[src/rtl/itt_pkg.sv]
package itt_pkg;

  // Register select, taken from byte address bits 3:2
  typedef enum logic [1:0] {
    SEL_MODE  = 2'd0,
    SEL_STAT  = 2'd1,
    SEL_VALUE = 2'd2,
    SEL_IMAGE = 2'd3
  } itt_sel_e;

  // Mode register control bit positions
  localparam int unsigned RUN_BIT = 24;
  localparam int unsigned IEN_BIT = 25;

endpackage

[src/rtl/itt_prescale.sv]
module itt_prescale #(
  parameter int unsigned DIV = 16
) (
  input  logic clk,
  input  logic rst_n,
  input  logic run,
  input  logic restart,
  output logic tick
);
  localparam int unsigned CW = (DIV > 1) ? $clog2(DIV) : 1;
  localparam logic [CW-1:0] LAST = CW'(DIV - 1);

  logic [CW-1:0] phase_q;

  assign tick = run && (phase_q == LAST);

  always_ff @(posedge clk or negedge rst_n) begin
    if (!rst_n) begin
      phase_q <= '0;
    end else if (!run || restart) begin
      phase_q <= '0;
    end else if (phase_q == LAST) begin
      phase_q <= '0;
    end else begin
      phase_q <= phase_q + 1'b1;
    end
  end
endmodule

[src/rtl/itt_period_cnt.sv]
module itt_period_cnt #(
  parameter int unsigned VAL_W = 20
) (
  input  logic             clk,
  input  logic             rst_n,
  input  logic             tick,
  input  logic [VAL_W-1:0] limit,
  output logic [VAL_W-1:0] value,
  output logic             wrap
);
  // At or beyond the limit, the next tick returns the value to zero
  assign wrap = tick && (value >= limit);

  always_ff @(posedge clk or negedge rst_n) begin
    if (!rst_n) begin
      value <= '0;
    end else if (wrap) begin
      value <= '0;
    end else if (tick) begin
      value <= value + 1'b1;
    end
  end
endmodule

[src/rtl/itt_wrap_track.sv]
module itt_wrap_track #(
  parameter int unsigned CNT_W = 12
) (
  input  logic             clk,
  input  logic             rst_n,
  input  logic             wrap,
  input  logic             ack,
  input  logic             ien,
  output logic             status,
  output logic [CNT_W-1:0] wraps,
  output logic             irq
);
  localparam logic [CNT_W-1:0] CNT_MAX = '1;

  always_ff @(posedge clk or negedge rst_n) begin
    if (!rst_n) begin
      status <= 1'b0;
      wraps  <= '0;
    end else if (wrap) begin
      // A wrap outranks a simultaneous acknowledge
      status <= 1'b1;
      if (ack) begin
        wraps <= CNT_W'(1);
      end else if (wraps != CNT_MAX) begin
        wraps <= wraps + 1'b1;
      end
    end else if (ack) begin
      status <= 1'b0;
      wraps  <= '0;
    end
  end

  always_ff @(posedge clk or negedge rst_n) begin
    if (!rst_n) begin
      irq <= 1'b0;
    end else begin
      irq <= status & ien;
    end
  end
endmodule

[src/rtl/itt_regs.sv]
module itt_regs
  import itt_pkg::*;
#(
  parameter int unsigned ADDR_W = 4,
  parameter int unsigned DATA_W = 32,
  parameter int unsigned VAL_W  = 20,
  parameter int unsigned CNT_W  = 12
) (
  input  logic              clk,
  input  logic              rst_n,
  input  logic [ADDR_W-1:0] addr,
  input  logic              wr,
  input  logic [DATA_W-1:0] wdata,
  input  logic              rd,
  output logic [DATA_W-1:0] rdata,
  input  logic [VAL_W-1:0]  value,
  input  logic [CNT_W-1:0]  wraps,
  input  logic              status,
  output logic [VAL_W-1:0]  limit,
  output logic              run_en,
  output logic              ien,
  output logic              run_rise,
  output logic              ack
);
  localparam logic [DATA_W-1:0] MODE_MASK =
    (DATA_W'(1) << IEN_BIT) | (DATA_W'(1) << RUN_BIT) | ((DATA_W'(1) << VAL_W) - 1'b1);

  itt_sel_e    sel;
  logic        hit;
  logic        wr_mode;
  logic [DATA_W-1:0] unused_wbits;
  logic [DATA_W-1:0] mode_word;
  logic [DATA_W-1:0] tally_word;

  assign sel     = itt_sel_e'(addr[3:2]);
  assign hit     = (addr[1:0] == 2'b00) && ((addr >> 4) == '0);
  assign wr_mode = wr && hit && (sel == SEL_MODE);
  assign ack     = rd && hit && (sel == SEL_VALUE);
  assign run_rise = wr_mode && wdata[RUN_BIT] && !run_en;
  assign unused_wbits = wdata & ~MODE_MASK;

  always_ff @(posedge clk or negedge rst_n) begin
    if (!rst_n) begin
      limit  <= '0;
      run_en <= 1'b0;
      ien    <= 1'b0;
    end else if (wr_mode) begin
      limit  <= wdata[VAL_W-1:0];
      run_en <= wdata[RUN_BIT];
      ien    <= wdata[IEN_BIT];
    end
  end

  assign mode_word  = (DATA_W'(ien) << IEN_BIT) | (DATA_W'(run_en) << RUN_BIT)
                    | DATA_W'(limit);
  assign tally_word = (DATA_W'(wraps) << VAL_W) | DATA_W'(value);

  always_comb begin
    rdata = '0;
    if (rd && hit) begin
      unique case (sel)
        SEL_MODE:  rdata = mode_word;
        SEL_STAT:  rdata = DATA_W'(status);
        SEL_VALUE: rdata = tally_word;
        SEL_IMAGE: rdata = tally_word;
        default:   rdata = '0;
      endcase
    end
  end
endmodule

[src/rtl/interval_tick_timer.sv]
module interval_tick_timer #(
  parameter int unsigned ADDR_W   = 4,
  parameter int unsigned DATA_W   = 32,
  parameter int unsigned VAL_W    = 20,
  parameter int unsigned CNT_W    = 12,
  parameter int unsigned PRESCALE = 16
) (
  input  logic              clk,
  input  logic              rst_n,
  input  logic [ADDR_W-1:0] bus_addr,
  input  logic              bus_wr,
  input  logic [DATA_W-1:0] bus_wdata,
  input  logic              bus_rd,
  output logic [DATA_W-1:0] bus_rdata,
  output logic              irq
);
  logic [VAL_W-1:0] limit;
  logic [VAL_W-1:0] cur_val;
  logic [CNT_W-1:0] wrap_cnt;
  logic             run_en;
  logic             ien;
  logic             run_rise;
  logic             ack;
  logic             running;
  logic             tick;
  logic             wrap;
  logic             status;

  // A cleared enable still runs until the period completes at zero
  assign running = run_en || (cur_val != '0);

  itt_regs #(
    .ADDR_W(ADDR_W), .DATA_W(DATA_W), .VAL_W(VAL_W), .CNT_W(CNT_W)
  ) u_regs (
    .clk(clk), .rst_n(rst_n),
    .addr(bus_addr), .wr(bus_wr), .wdata(bus_wdata),
    .rd(bus_rd), .rdata(bus_rdata),
    .value(cur_val), .wraps(wrap_cnt), .status(status),
    .limit(limit), .run_en(run_en), .ien(ien),
    .run_rise(run_rise), .ack(ack)
  );

  itt_prescale #(.DIV(PRESCALE)) u_pre (
    .clk(clk), .rst_n(rst_n), .run(running), .restart(run_rise), .tick(tick)
  );

  itt_period_cnt #(.VAL_W(VAL_W)) u_cnt (
    .clk(clk), .rst_n(rst_n), .tick(tick), .limit(limit),
    .value(cur_val), .wrap(wrap)
  );

  itt_wrap_track #(.CNT_W(CNT_W)) u_trk (
    .clk(clk), .rst_n(rst_n), .wrap(wrap), .ack(ack), .ien(ien),
    .status(status), .wraps(wrap_cnt), .irq(irq)
  );
endmodule

[config.mk]
export PLATFORM = sky130hd
export DESIGN_NAME = interval_tick_timer
export DESIGN_NICKNAME = d
export VERILOG_FILES = /design/src/rtl/itt_pkg.sv /design/src/rtl/itt_prescale.sv /design/src/rtl/itt_period_cnt.sv /design/src/rtl/itt_wrap_track.sv /design/src/rtl/itt_regs.sv /design/src/rtl/interval_tick_timer.sv
export SDC_FILE = /design/constraint.sdc
export NUM_CORES = 1
export LEC_CHECK = 0
export BUFFER_PORTS_ARGS = -buffer_cell sky130_fd_sc_hd__clkbuf_2
export CAP_MARGIN = 20
export CORE_UTILIZATION = 55
export CTS_BUF_LIST = sky130_fd_sc_hd__clkbuf_4
export CTS_CLUSTER_SIZE = 28
export DETAILED_ROUTE_END_ITERATION = 6
export PLACE_DENSITY_LB_ADDON = 0.12
export SYNTH_ARGS = -nofsm -noshare
export SYNTH_HDL_FRONTEND = slang
export SYNTH_SLANG_ARGS = --single-unit
[constraint.sdc]
create_clock -name clk -period 3.6 [get_ports clk]
set_input_delay 1.08 -clock clk [delete_from_list [all_inputs] [get_ports clk]]
set_output_delay 1.08 -clock clk [all_outputs]
set_load 0.005 [all_outputs]
After elaboration in Yosys (flattened, before gate mapping). Cells that the tools add are included.

Output and inout port bits: 33. Bits of input ports: 40. Bits in registers: 60.

Add/sub/neg operators: 3. Multiplexer cells: 12. Bitwise gates (word level): 4. Reduce and logical (&&, ||, !) cells: 20. $lt $le $gt $ge: 1. Equality and inequality tests: 5.

Operators by type and width (number): one-hot mux 32 bit (3 select lines) (1); OR 32 x 20 -> 32 bit (2); two-way mux 12 bit (4); two-way mux 20 bit (2); two-way mux 32 bit (1); OR 26 x 25 -> 26 bit (1); adder 20 x 1 -> 20 bit (second input constant) (1); greater-or-equal comparator 20 bit (1); nonzero test 20 bit (1); adder 12 x 1 -> 12 bit (second input constant) (1); inequality test 12 bit (second input constant) (1); logical AND 1 bit (8); two-way mux 4 bit (2); nonzero test 2 bit (3); adder 4 x 1 -> 4 bit (second input constant) (1); == test 2 bit (second input constant) (2); == test 4 bit (second input constant) (1); zero test 2 bit (2); == test 2 x 1 -> 1 bit (second input constant) (1); zero test 1 bit (2); logical OR 1 bit (2); two-way mux 1 bit (2); AND reduction 2 bit (1); OR reduction 2 bit (1); bitwise AND 1 bit (1).

Logic depth before layout (Yosys ltp).
Depth in word-level cells: 7. Mapped depth: 10. Mapped depth without buffers: 9.

By module. From an unflattened synthesis, not the netlist that was laid out.

Cells, all modules: 357. Area total of the unflattened synthesis: 3709.8 µm².

Modules (own cells, without submodules): itt_period_cnt (area each 1460.2 µm², instances 1, cells each 165); itt_regs (area each 1267.5 µm², instances 1, cells each 94); itt_wrap_track (area each 757.0 µm², instances 1, cells each 76); itt_prescale (area each 180.2 µm², instances 1, cells each 15); interval_tick_timer (area each 45.0 µm², instances 1, cells each 7).

Worst setup path before layout. No wires, ideal clock.

Path kind: input port to output port. From: input port bus_addr[1]. To: output port bus_rdata[10]. Stages on the path: 5. Data arrival time: 2.025 ns. Path slack: 0.495 ns. Cells stage by stage: nor2_1 > and3_1 > clkbuf_1 > clkbuf_1 > a22o_1.

Word-level cells in the longest chain between the ends: 3.

Ends and longest elaborated chain: start, declared (RTL line interval_tick_timer.sv:10) `input logic [ADDR_W-1:0] bus_addr,`; zero test 2 bit (RTL line itt_regs.sv:36) `assign hit = (addr[1:0] == 2'b00) && ((addr >> 4) == '0);`; logical AND 1 bit (RTL line itt_regs.sv:60) `if (rd && hit) begin`; two-way mux 32 bit (RTL line itt_regs.sv:60); end, declared (RTL line interval_tick_timer.sv:14) `output logic [DATA_W-1:0] bus_rdata,`.

Every way passes these cells.

Final worst setup path.
From: input port bus_addr[1]. To: output port bus_rdata[1].

The elaborated chain is that of the path after synthesis.

==> flow_metrics.tcl <==
set metrics [dict create \
    start_util_pct 56.66 \
    cts_max_level 3 \
    grt_pass1_vias 2667 \
    grt_pass1_wl_um 12790 \
    top_layer "met4" \
    die_w_um 82.65 \
    cp_data_required_time_ns 2.52 \
    dp.cells 505 \
    synth_flop_cell "dfrtp_1" \
    synthArstFlopShare_pct 100.0 \
    cts_buffer_depth 2 \
    muxShareOfSynthArea_pct 7.205 \
    crit_type "in -> out" \
    synthTopCellsByCount "dfrtp_1 (60), nor2_1 (33), nand2_1 (27), ha_1 (24), inv_1 (23)" \
    syn_inst 371 \
    period_minus_slack_ns 3.247 \
    cts_tree "yes" \
    synthXorXnorAreaFrac_pct 3.917 \
    path_clk_slew_ns 0.11 \
    vias 3047 \
    synth_edf_count 0 \
    netlist_area_um2 3577 \
    layout.cells.non_filler 521 \
    drv_cap 0 \
    final_nets 503 \
    p_per_area_nw_per_um2 375.1 \
    dp_hpwl_um 5774 \
    worst_pin_slew_ns 0.8998 \
    skew_ns 0.01887 \
    synth_warnings 0 \
    grt_max_degree 37 \
    clk_latency_ns 0.40 \
    drt_iter0_markers 175 \
    synth_top_area_share_pct 41.97 \
    synthToLayoutAreaGrowth_pct 15.42 \
    worstPathArrival_ns 2.17 \
    drt-met1-wl_um 3908 \
    synth_compound_area_share_pct 14.45 \
    core_um2 6314 \
    hold_viol 0 \
    routed_wl_um 8050 \
    cts_made_buffers 9 \
    postRouteAntennaNets 0 \
    hold_path_class "reg -> reg" \
    syn_area_per_cell_um2 9.642 \
    start_kind "input pin" \
    cts_resized 0 \
    synth_most_common_cell "dfrtp_1" \
    yosys.area_share.simple_pct 20.25 \
    first_pass_iters 4 \
    synth_top_cells_by_area "dfrtp_1 (42%), ha_1 (8.4%), mux2_2 (6.9%)" \
    gp_congestion 0.9053 \
    synth_top_family_by_area "simple AND/OR/NAND/NOR gates" \
    wl_per_cell_um 15.45 \
    cts_root_buffer "clkbuf_4" \
    grt_antenna_before_repair 0 \
    yosys.area.top_type "dfrtp_1" \
    max_slew_margin_pct 40.01 \
    layout-drive-gt1-share_pct 24.77 \
    synth.distinct_cells 47 \
    die_area_um2 6830 \
    drc_errors 0 \
    wl_met3_um 390 \
    fin_tns_setup_ns 0 \
    port_buffers 62 \
    yosysSeqAreaShare_pct 41.97 \
    hold_depth 1 \
    final-max-slew-violation-count 0 \
    gr-usage-all-layers_pct 25.56 \
    vias_per_cell 5.848 \
    nFillCells 553 \
    rsz0062_at_grt "false" \
    cts.sinks 60 \
    num_io_pins 73 \
    grt_overflow_total 0 \
    wl_met2_um 3589 \
    max_freq_ghz 0.3079 \
    diodes 0 \
    fin_crit_sh_pct 90.21 \
    rows 29 \
    leakage_uw 0.002043 \
    cp-end-kind "primary output" \
    holdBufCountCts 0 \
    status "completed" \
    r2r_cells 8 \
    peakVddDrop_mv 0.2418 \
    whs_ns 0.4651 \
    cts_setup_buffers 0 \
    timing.final.setup_violations 0 \
    die_y_um 82.65 \
    crit_fanout 33 \
    ys_ff_latch 60 \
    synthAdderAreaFrac_pct 8.395 \
    synth_fp_nets 435 \
]
[worst paths after layout]
path,from,end,slack [ns]
worst min-delay path,u_pre.phase_q[0]$_DFF_PN0_,u_pre.phase_q[0]$_DFF_PN0_,0.47
worst max-delay path,bus_addr[1],bus_rdata[1],0.35
min in group asynchronous,rst_n,u_regs.limit[17]$_DFFE_PN0P_,0.80
worst min register to register,u_pre.phase_q[0]$_DFF_PN0_,u_pre.phase_q[0]$_DFF_PN0_,0.47
max in group asynchronous,rst_n,u_trk.wraps[8]$_DFFE_PN0P_,2.06
worst max register to register,u_cnt.value[17]$_DFFE_PN0P_,u_trk.wraps[4]$_DFFE_PN0P_,0.76
[power breakdown]
part           switching, µW  total (µW)  internal, µW  leakage [µW]
Sequential              77.9         839           762      0.000788
Combinational            122         253           130       0.00118
Clock                    244         457           213     0.0000712
Total                    444        1550          1100       0.00204
[cells in the final DEF (no fill, tap or decap), types with 12 or more instances in the layout]
cell,n
mux2_2,22
nand2_1,27
and2_1,13
a21oi_1,14
a22o_1,21
nor2_1,33
inv_1,23
clkbuf_2,62
dfrtp_1,60
nand3_1,21
ha_1,24
xor2_1,12
[worst max-delay path, cell delays in order]
cell      delay [ns]
clkbuf_2        0.08
nor2_1          0.16
and3_1          0.17
buf_4           0.33
a22o_1          0.23
clkbuf_2        0.12
[cells by family after synthesis]
| group | after synthesis |
|---|---|
| DFF | 60 |
| buffers and inverters | 36 |
| AOI/OAI and AO/OA | 71 |
| and+or+nand+nor | 141 |
| xor gates and xnor gates | 16 |
| adders and majority gates | 24 |
| muxes | 23 |
[metrics by stage]
| stage | power, µW | setup slack [ns] | cell area (µm²) | util (%) |
|---|---|---|---|---|
| floorplan | 1009 | 0.4949 | 3577 | - |
| global placement | 1090 | 0.3653 | 3999 | 63.34 |
| detailed placement | 1106 | 0.3581 | 3999 | 63.34 |
| CTS | 1564 | 0.3570 | 4129 | 65.40 |
| global route | 1649 | 0.2604 | 4129 | 65.40 |
| finish | 1549 | 0.3526 | 4129 | 65.40 |
[flip-flops by register name, summed over array words and instances, names as in the netlist]
register and count:
u_regs.run_en 1, u_trk.status 1, u_cnt.value 20, u_regs.limit 20, u_pre.phase_q 4, u_regs.ien 1, u_trk.irq 1, u_trk.wraps 12
[layer usage]
layer	track usage [%]	up-vias
met5	0	-
met4	10.34	0
met3	5.385	11
met2	38.03	88
met1	36.03	1470
li1	-	1478
[area by class of cell]
cell class                      count  area, µm²  area share (%)
Clock buffer                       10      75.07           1.818
Clock inverter                      6      55.05           1.333
Inverter                           23      86.33           2.091
Multi-Input combinational cell    275       1944           47.09
Sequential cell                    60       1501           36.36
Tap cell                           77      96.34           2.333
Timing Repair Buffer               70      370.4           8.970
Power figures use the tool's default switching activity.
